==> src/rtl/xalu_pkg.sv <==
package xalu_pkg;
    localparam int OP_W = 4;

    typedef enum logic [OP_W-1:0] {
        XOP_ADD  = 4'h0,
        XOP_SUB  = 4'h1,
        XOP_MUL  = 4'h2,
        XOP_AND  = 4'h3,
        XOP_OR   = 4'h4,
        XOP_SLT  = 4'h5,
        XOP_SHL  = 4'h6,
        XOP_ADDI = 4'h7
    } xop_e;
endpackage

==> src/rtl/xalu_arith.sv <==
module xalu_arith #(
    parameter int W     = 32,
    parameter int IMM_W = 16
) (
    input  logic [W-1:0]     a,
    input  logic [W-1:0]     b,
    input  logic [IMM_W-1:0] imm,
    output logic [W-1:0]     sum,
    output logic [W-1:0]     diff,
    output logic [W-1:0]     prod,
    output logic [W-1:0]     sum_imm
);
    localparam int EXT_W = W - IMM_W;

    logic [W-1:0] imm_ext;

    // Sign extension of the immediate
    assign imm_ext = {{EXT_W{imm[IMM_W-1]}}, imm};

    // Results are truncated to W bits, so every path wraps
    always_comb begin
        sum     = a + b;
        diff    = a - b;
        prod    = a * b;
        sum_imm = a + imm_ext;
    end
endmodule

==> src/rtl/xalu_logic.sv <==
module xalu_logic #(
    parameter int W = 32
) (
    input  logic [W-1:0] a,
    input  logic [W-1:0] b,
    output logic [W-1:0] and_o,
    output logic [W-1:0] or_o,
    output logic [W-1:0] slt_o
);
    logic lt;

    always_comb begin
        and_o = a & b;
        or_o  = a | b;
        lt    = ($signed(a) < $signed(b));
        slt_o = {{(W-1){1'b0}}, lt};
    end
endmodule

==> src/rtl/xalu_shift.sv <==
module xalu_shift #(
    parameter int W   = 32,
    parameter int SHW = 5
) (
    input  logic [W-1:0]   src,
    input  logic [SHW-1:0] amt,
    output logic [W-1:0]   dst
);
    logic [W-1:0] stage [0:SHW];

    assign stage[0] = src;

    // Logarithmic shifter: stage i moves by 2**i when amt[i] is set
    for (genvar i = 0; i < SHW; i++) begin : g_stage
        localparam int STEP = 1 << i;
        assign stage[i+1] = amt[i] ? {stage[i][W-1-STEP:0], {STEP{1'b0}}}
                                   : stage[i];
    end

    assign dst = stage[SHW];
endmodule

==> src/rtl/xalu.sv <==
module xalu
    import xalu_pkg::*;
#(
    parameter int DATA_W  = 32,
    parameter int SHAMT_W = 5,
    parameter int IMM_W   = 16
) (
    input  logic               clk,
    input  logic               rst_n,
    input  logic [OP_W-1:0]    op_sel,
    input  logic [DATA_W-1:0]  opnd_a,
    input  logic [DATA_W-1:0]  opnd_b,
    input  logic [SHAMT_W-1:0] shamt,
    input  logic [IMM_W-1:0]   imm,
    output logic [DATA_W-1:0]  result
);
    logic [DATA_W-1:0] r_sum, r_diff, r_prod, r_addi;
    logic [DATA_W-1:0] r_and, r_or, r_slt, r_shl;
    logic [DATA_W-1:0] next_result;

    xalu_arith #(.W(DATA_W), .IMM_W(IMM_W)) u_arith (
        .a       (opnd_a),
        .b       (opnd_b),
        .imm     (imm),
        .sum     (r_sum),
        .diff    (r_diff),
        .prod    (r_prod),
        .sum_imm (r_addi)
    );

    xalu_logic #(.W(DATA_W)) u_logic (
        .a     (opnd_a),
        .b     (opnd_b),
        .and_o (r_and),
        .or_o  (r_or),
        .slt_o (r_slt)
    );

    xalu_shift #(.W(DATA_W), .SHW(SHAMT_W)) u_shift (
        .src (opnd_b),
        .amt (shamt),
        .dst (r_shl)
    );

    // Result select; any code outside the defined set yields zero
    always_comb begin
        case (op_sel)
            XOP_ADD:  next_result = r_sum;
            XOP_SUB:  next_result = r_diff;
            XOP_MUL:  next_result = r_prod;
            XOP_AND:  next_result = r_and;
            XOP_OR:   next_result = r_or;
            XOP_SLT:  next_result = r_slt;
            XOP_SHL:  next_result = r_shl;
            XOP_ADDI: next_result = r_addi;
            default:  next_result = '0;
        endcase
    end

    // Result register
    always_ff @(posedge clk or negedge rst_n) begin
        if (!rst_n) result <= '0;
        else        result <= next_result;
    end
endmodule

==> config.mk <==
export PLATFORM = sky130hd
export DESIGN_NAME = xalu
export DESIGN_NICKNAME = d
export VERILOG_FILES = /design/src/rtl/xalu_pkg.sv /design/src/rtl/xalu_arith.sv /design/src/rtl/xalu_logic.sv /design/src/rtl/xalu_shift.sv /design/src/rtl/xalu.sv
export SDC_FILE = /design/constraint.sdc
export NUM_CORES = 2
export LEC_CHECK = 0
export ABC_AREA = 1
export BUFFER_PORTS_ARGS = -buffer_cell sky130_fd_sc_hd__buf_2
export CAP_MARGIN = 20
export CORE_MARGIN = 3
export CORE_UTILIZATION = 60
export DETAILED_ROUTE_END_ITERATION = 8
export PLACE_DENSITY = 0.76
export SKIP_CTS_REPAIR_TIMING = 1
export SLEW_MARGIN = 10
export SYNTH_ARGS = -nofsm -noshare
export SYNTH_HDL_FRONTEND = slang
export SYNTH_SLANG_ARGS = --single-unit
==> constraint.sdc <==
create_clock -name clk -period 0.8 [get_ports clk]
set_clock_uncertainty 0.05 [all_clocks]
set_input_delay 0.04 -clock clk [delete_from_list [all_inputs] [get_ports clk]]
set_output_delay 0.04 -clock clk [all_outputs]
set_load 0.01 [all_outputs]
==> results of run 1 <==
-- per-stage QoR --
stage / cells / TNS, ns / setup WS (ns) / util (%)
after floorplan: 3693 / -125.63 / -5.088 / -
after global placement: 4904 / -150.30 / -5.762 / 77.55
after detailed placement: 4904 / -153.85 / -5.985 / 77.55
after CTS: 4912 / -148.39 / -5.662 / 77.95
-- routing by layer --
layer | GRT overflow | global-route usage, %
met4 | 35 | 64.96
met2 | 65 | 89.10
met1 | 6 | 76.49
met3 | 2 | 58.18
met5 | 1 | 38.04
-- kinds of logic after synthesis --
| family | synth area share [%] |
|---|---|
| AND/OR/NAND/NOR | 21.74 |
| buffers and inverters | 17.28 |
| adder cells (fa/ha/maj) | 45.36 |
| AO/OA/AOI/OAI | 10.91 |
| flip-flops | 3.204 |
| XOR/XNOR | 1.016 |
| multiplexers | 0.4807 |
-- Yosys cell counts, types with 12 or more instances --
cell type	instances	area [sq um]
sky130_fd_sc_hd__nand2_1	989	3712
sky130_fd_sc_hd__inv_1	971	3645
sky130_fd_sc_hd__fa_1	410	8208
sky130_fd_sc_hd__ha_1	250	3128
sky130_fd_sc_hd__o21ai_0	203	1016
sky130_fd_sc_hd__nor2_1	147	551.8
sky130_fd_sc_hd__a21oi_1	141	705.7
sky130_fd_sc_hd__nand3_1	124	620.6
sky130_fd_sc_hd__clkbuf_1	90	337.8
sky130_fd_sc_hd__buf_2	36	180.2
sky130_fd_sc_hd__dfrtp_1	32	800.8
sky130_fd_sc_hd__nand4_1	28	175.2
sky130_fd_sc_hd__nor3_1	24	120.1
sky130_fd_sc_hd__buf_1	22	82.58
sky130_fd_sc_hd__o21ai_1	21	105.1
sky130_fd_sc_hd__xor2_1	20	175.2
sky130_fd_sc_hd__a21o_1	13	97.59
sky130_fd_sc_hd__mux2i_1	12	120.1
sky130_fd_sc_hd__o2111ai_1	12	105.1
sky130_fd_sc_hd__o221ai_1	12	105.1
==> load_flow_metrics.sql, run 1 <==
INSERT INTO impl_metrics (metric_group, metric, value, unit) VALUES
('grt', 'antenna_violations_before_repair', '16', ''),
('yosys', 'syn_avg_cell_area', '6.767', 'sq um'),
('clock_network', 'cts_max_path_buffers', '2', ''),
('yosys', 'syn_inst', '3693', ''),
('placement', 'globalplace.congestion', '1.094', ''),
('die', 'die_width', '210.1', 'um'),
('yosys', 'postSynth.topFlopCell', 'sky130_fd_sc_hd__dfrtp_1', ''),
('sta', 'worst-endpoint-pin-kind', 'sequential cell input', ''),
('yosys', 'yosys_warnings', '0', ''),
('grt', 'grt.overflow.total', '109', ''),
('yosys', 'post_synth_instance_area', '24990', 'sq um'),
('die', 'placementRows', '74', ''),
('run_status', 'status', 'stopped before the end', ''),
('clock_network', 'cts.root.buffer_cell', 'sky130_fd_sc_hd__clkbuf_16', ''),
('yosys', 'seq_area_frac_synth', '3.204', '%'),
('grt', 'maximum_number_of_pins_on_one_net_before_global_route_repair', '33', ''),
('sta', 'grt_worst_setup_endpoint', 'result[25]$_DFF_PN0_/D', ''),
('yosys', 'synth.net_count', '4444', ''),
('clock_network', 'numCtsBuffers', '5', ''),
('run_status', 'error_line', '[ERROR GRT-0232] Routing congestion too high. Check the congestion heatmap in the GUI.', ''),
('die', 'height_of_the_chip', '210.1', 'um'),
('grt', 'overall_track_demand_over_capacity_in_global_routing', '73.39', '%'),
('yosys', 'netlist-cell-type-count', '53', ''),
('yosys', 'synth_edf_count', '0', ''),
('die', 'initial_utilization', '60.93', '%'),
('clock_network', 'htreeDepth', '2', ''),
('placement', 'hpwlAfterDp', '94.05', 'mm'),
('yosys', 'async_flop_share', '100.0', '%'),
('die', 'ioPinCount', '123', ''),
('run_status', 'failed_stage', 'global routing', ''),
('yosys', 'ys_seq_elements', '32', ''),
('clock_network', 'numClockSinks', '32', ''),
('placement', 'portBuffers', '122', ''),
('placement', 'place_area', '31810', 'sq um');
==> run 2, diff against run 1 <==
--- a/config.mk
+++ b/config.mk
@@ -9,9 +9,9 @@
 export BUFFER_PORTS_ARGS = -buffer_cell sky130_fd_sc_hd__buf_2
 export CAP_MARGIN = 20
 export CORE_MARGIN = 3
-export CORE_UTILIZATION = 60
+export CORE_UTILIZATION = 40
 export DETAILED_ROUTE_END_ITERATION = 8
-export PLACE_DENSITY = 0.76
+export PLACE_DENSITY_LB_ADDON = 0.15
 export SKIP_CTS_REPAIR_TIMING = 1
 export SLEW_MARGIN = 10
 export SYNTH_ARGS = -nofsm -noshare
==> load_flow_metrics.sql, run 2 <==
INSERT INTO impl_metrics (metric_group, metric, value, unit) VALUES
('run_status', 'status', 'finished with violations', ''),
('run_status', 'failed_checks', 'setup timing', ''),
('die', 'floorplan.die_area', '65510', 'sq um'),
('yosys', 'netlist-cell-type-count', '53', ''),
('sta', 'maximum_frequency_from_static_timing_analysis', '166.5', 'MHz'),
('die', 'height_of_the_chip', '256.0', 'um'),
('yosys', 'post_synth_instance_area', '24990', 'sq um'),
('setup_path', 'timing_worst_setup_path_type', 'input pin to flop', ''),
('yosys', 'synth_edf_count', '0', ''),
('grt', 'antenna_violations_before_repair', '3', ''),
('yosys', 'synth.most_common_cell', 'sky130_fd_sc_hd__nand2_1', ''),
('sta', 'timing.final.crit_period', '6.004', 'ns'),
('sta', 'hold_ws', '0.1708', 'ns'),
('grt', 'overall_track_demand_over_capacity_in_global_routing', '31.36', '%'),
('finish', 'final_cell_mix', 'sky130_fd_sc_hd__nand2_1 (951), sky130_fd_sc_hd__inv_1 (922), sky130_fd_sc_hd__buf_4 (673)', ''),
('finish', 'final_nets', '5178', ''),
('yosys', 'synth-adder-area-share', '45.36', '%'),
('yosys', 'synthMuxAreaShare', '0.4806', '%'),
('sta', 'setup_repair_after_global_routing_missed_its_margin', 'true', ''),
('sta', 'slew_violations', '0', ''),
('yosys', 'yosys_warnings', '0', ''),
('placement', 'globalplace.congestion', '1.017', ''),
('yosys', 'async_flop_share', '100.0', '%'),
('die', 'ioPinCount', '123', ''),
('yosys', 'largest_cells_by_area_after_synthesis', 'sky130_fd_sc_hd__fa_1 (33%), sky130_fd_sc_hd__nand2_1 (15%), sky130_fd_sc_hd__inv_1 (15%)', ''),
('route', 'routed-via-count', '26310', ''),
('route', 'post_drt_wl_per_cell', '19.94', 'um'),
('finish', 'finalNonFillerCells', '5257', ''),
('setup_path', 'crit_path_end_kind', 'flop', ''),
('sta', 'timing.final.setup_violations', '64', ''),
('worst_hold_path', 'hold_path.startpoint', 'op_sel[0]', ''),
('finish', 'post-route-util', '56.69', '%'),
('yosys', 'synthSimpleGateAreaFrac', '21.74', '%'),
('route', 'drt_pass1_iterations', '8', ''),
('die', 'design.core.area', '61030', 'sq um'),
('grt', 'grt_pass1_wl', '156.0', 'mm'),
('yosys', 'ys_top_cells_by_count', 'sky130_fd_sc_hd__nand2_1 (989), sky130_fd_sc_hd__inv_1 (971), sky130_fd_sc_hd__fa_1 (410), sky130_fd_sc_hd__ha_1 (250), sky130_fd_sc_hd__o21ai_0 (203)', ''),
('sta', 'report.final.hold_viol_count', '0', ''),
('route', 'detailedRoute.firstIterationViolations', '2073', ''),
('die', 'initial_utilization', '40.95', '%'),
('grt', 'grt_pass1_vias', '25960', ''),
('die', 'die_width', '256.0', 'um'),
('placement', 'place_area', '32410', 'sq um'),
('clock_network', 'cts_tree', 'done', ''),
('setup_path', 'timing.critical_path.arrival', '6.14', 'ns'),
('power', 'vdd_ir_drop_max', '7231', 'uV'),
('yosys', 'ys_seq_elements', '32', ''),
('worst_hold_path', 'hold_path.class', 'input pin to flop', ''),
('clock_network', 'numCtsBuffers', '5', ''),
('placement', 'dpl.cell_count', '5213', ''),
('route', 'drtAntennaViolNets', '0', ''),
('clock_network', 'clock_pin_slew_worst_setup_and_hold_paths', '0.06', 'ns'),
('setup_path', 'timing.critical_path.from_type', 'input pin', ''),
('yosys', 'postSynth.topFlopCell', 'sky130_fd_sc_hd__dfrtp_1', ''),
('power', 'power.leakage', '19.90', 'nW'),
('sta', 'worst_pin_slew', '0.6617', 'ns'),
('run', 'cap_viol_max_count', '0', ''),
('clock_network', 'cts.root.buffer_cell', 'sky130_fd_sc_hd__clkbuf_16', ''),
('setup_path', 'timing.critical_path.fanout_max', '8', ''),
('finish', 'seqCellArea', '808.3', 'sq um'),
('sta', 'fin_ws', '-5.204', 'ns'),
('finish', 'layout.cell_area.non_filler', '34600', 'sq um'),
('yosys', 'seq_area_frac_synth', '3.204', '%'),
('placement', 'portBuffers', '122', ''),
('yosys', 'synthDominantAreaCellType', 'sky130_fd_sc_hd__fa_1', ''),
('yosys', 'yosys.area.top_type_share', '32.84', '%'),
('yosys', 'synthXorXnorAreaFrac', '1.016', '%'),
('yosys', 'synth_compound_area_share', '10.91', '%'),
('power', 'p_per_area', '4976', 'nW/um^2'),
('sta', 'max-slew-margin-rel', '55.42', '%'),
('finish', 'top_registers', 'result x32', ''),
('worst_hold_path', 'worst_hold_path.endpoint', 'result[0]', ''),
('yosys', 'syn_inst', '3693', ''),
('placement', 'hpwlAfterDp', '92.25', 'mm'),
('finish', 'synthToLayoutAreaGrowth', '38.44', '%'),
('power', 'power.total', '172.2', 'mW'),
('grt', 'grt.overflow.total', '0', ''),
('finish', 'multiInputGateArea', '21470', 'sq um'),
('clock_network', 'htreeDepth', '2', ''),
('route', 'drc', '0', ''),
('die', 'placementRows', '90', ''),
('setup_path', 'timing.critical_path.required', '0.93', 'ns'),
('route', 'viasPerCell', '5.005', ''),
('yosys', 'synth.net_count', '4444', ''),
('finish', 'n_fill_cell', '5936', ''),
('clock_network', 'cts_max_path_buffers', '2', ''),
('yosys', 'largest_family_of_logic_cells_by_synthesized_area', 'adder cells', ''),
('worst_hold_path', 'hold-path-cell-count', '4', ''),
('yosys', 'syn_avg_cell_area', '6.767', 'sq um'),
('sta', 'finalSetupTns', '-136.78', 'ns'),
('finish', 'largest_reg_by_ff_count', 'result', ''),
('route', 'detail_route.wirelength', '104.8', 'mm'),
('sta', 'post_route_clock_period_utilization', '750.5', '%'),
('placement', 'preCtsSetupSlack', '-5.752', 'ns'),
('finish', 'flip_flop_count_of_the_largest_register_after_layout', '32', ''),
('grt', 'maximum_number_of_pins_on_one_net_before_global_route_repair', '33', ''),
('finish', 'mostFrequentLayoutCell', 'sky130_fd_sc_hd__nand2_1', ''),
('finish', 'drive_gt1_share', '27.53', '%'),
('clock_network', 'numClockSinks', '32', '');
run 2: cell counts after synthesis:
Identical to the previous run, type by type.
run 2: metal layers:
metal / global-route usage (%) / wire (um) / vias to the layer above
li1: - / - / 12520
met1: 43.64 / 45070 / 12570
met2: 49.68 / 46230 / 1038
met3: 5.927 / 9232 / 179
met4: 9.202 / 4238 / 4
met5: 0 / 28 / -
run 2: worst max-delay path by stage:
stage               startpoint          to  slack, ns
finish               opnd_b[7]  result[31]      -5.20
global route        opnd_a[11]  result[24]      -5.39
CTS                 opnd_a[11]  result[24]      -5.44
detailed placement   opnd_a[8]  result[28]      -5.75
global placement    opnd_a[11]  result[31]      -5.72
floorplan            opnd_b[7]  result[31]      -5.09
run 2: worst max-delay path: stages:
cell and delay (ns):
sky130_fd_sc_hd__buf_12 0.13, sky130_fd_sc_hd__nand2_4 0.07, sky130_fd_sc_hd__inv_2 0.03, sky130_fd_sc_hd__fa_1 0.54
sky130_fd_sc_hd__fa_1 0.44, sky130_fd_sc_hd__fa_1 0.56, sky130_fd_sc_hd__inv_2 0.04, sky130_fd_sc_hd__fa_1 0.52
sky130_fd_sc_hd__inv_2 0.04, sky130_fd_sc_hd__fa_1 0.54, sky130_fd_sc_hd__inv_2 0.04, sky130_fd_sc_hd__fa_1 0.49
sky130_fd_sc_hd__inv_1 0.05, sky130_fd_sc_hd__fa_2 0.45, sky130_fd_sc_hd__fa_2 0.62, sky130_fd_sc_hd__ha_4 0.21
sky130_fd_sc_hd__buf_6 0.12, sky130_fd_sc_hd__buf_4 0.13, sky130_fd_sc_hd__nand2_4 0.08, sky130_fd_sc_hd__inv_4 0.04
sky130_fd_sc_hd__and3_4 0.15, sky130_fd_sc_hd__nand2_1 0.08, sky130_fd_sc_hd__nand3_2 0.10, sky130_fd_sc_hd__a21o_1 0.23
sky130_fd_sc_hd__a21oi_2 0.15, sky130_fd_sc_hd__nand2_1 0.08, sky130_fd_sc_hd__nand3_2 0.08, sky130_fd_sc_hd__nand3_2 0.06
run 2: area by class of cell:
| class | instances | share of cell area [%] |
|---|---|---|
| Clock buffer | 7 | 0.4412 |
| Inverter | 978 | 10.68 |
| Clock inverter | 1 | 0.08680 |
| Sequential cell | 32 | 2.336 |
| Multi-Input combinational cell | 2529 | 62.06 |
| Tap cell | 828 | 2.994 |
| Antenna cell | 1 | 0.007233 |
| Timing Repair Buffer | 881 | 21.40 |
run 2: cells by family (layout without fill, tap and decap cells):
kind of cell	after synthesis	count (layout)
DFF	32	32
other	0	1
adders and majority gates	660	660
xor gates and xnor gates	29	29
buffers and inverters	1132	1867
muxes	12	12
AOI/OAI and AO/OA	478	478
and+or+nand+nor	1350	1350
run 2: where the power goes:
group	internal [mW]	switching (mW)
clock	1.64	0.909
combinational	79.8	87.2
sequential	2.13	0.456
total	83.5	88.6
Power figures use the tool's default switching activity.
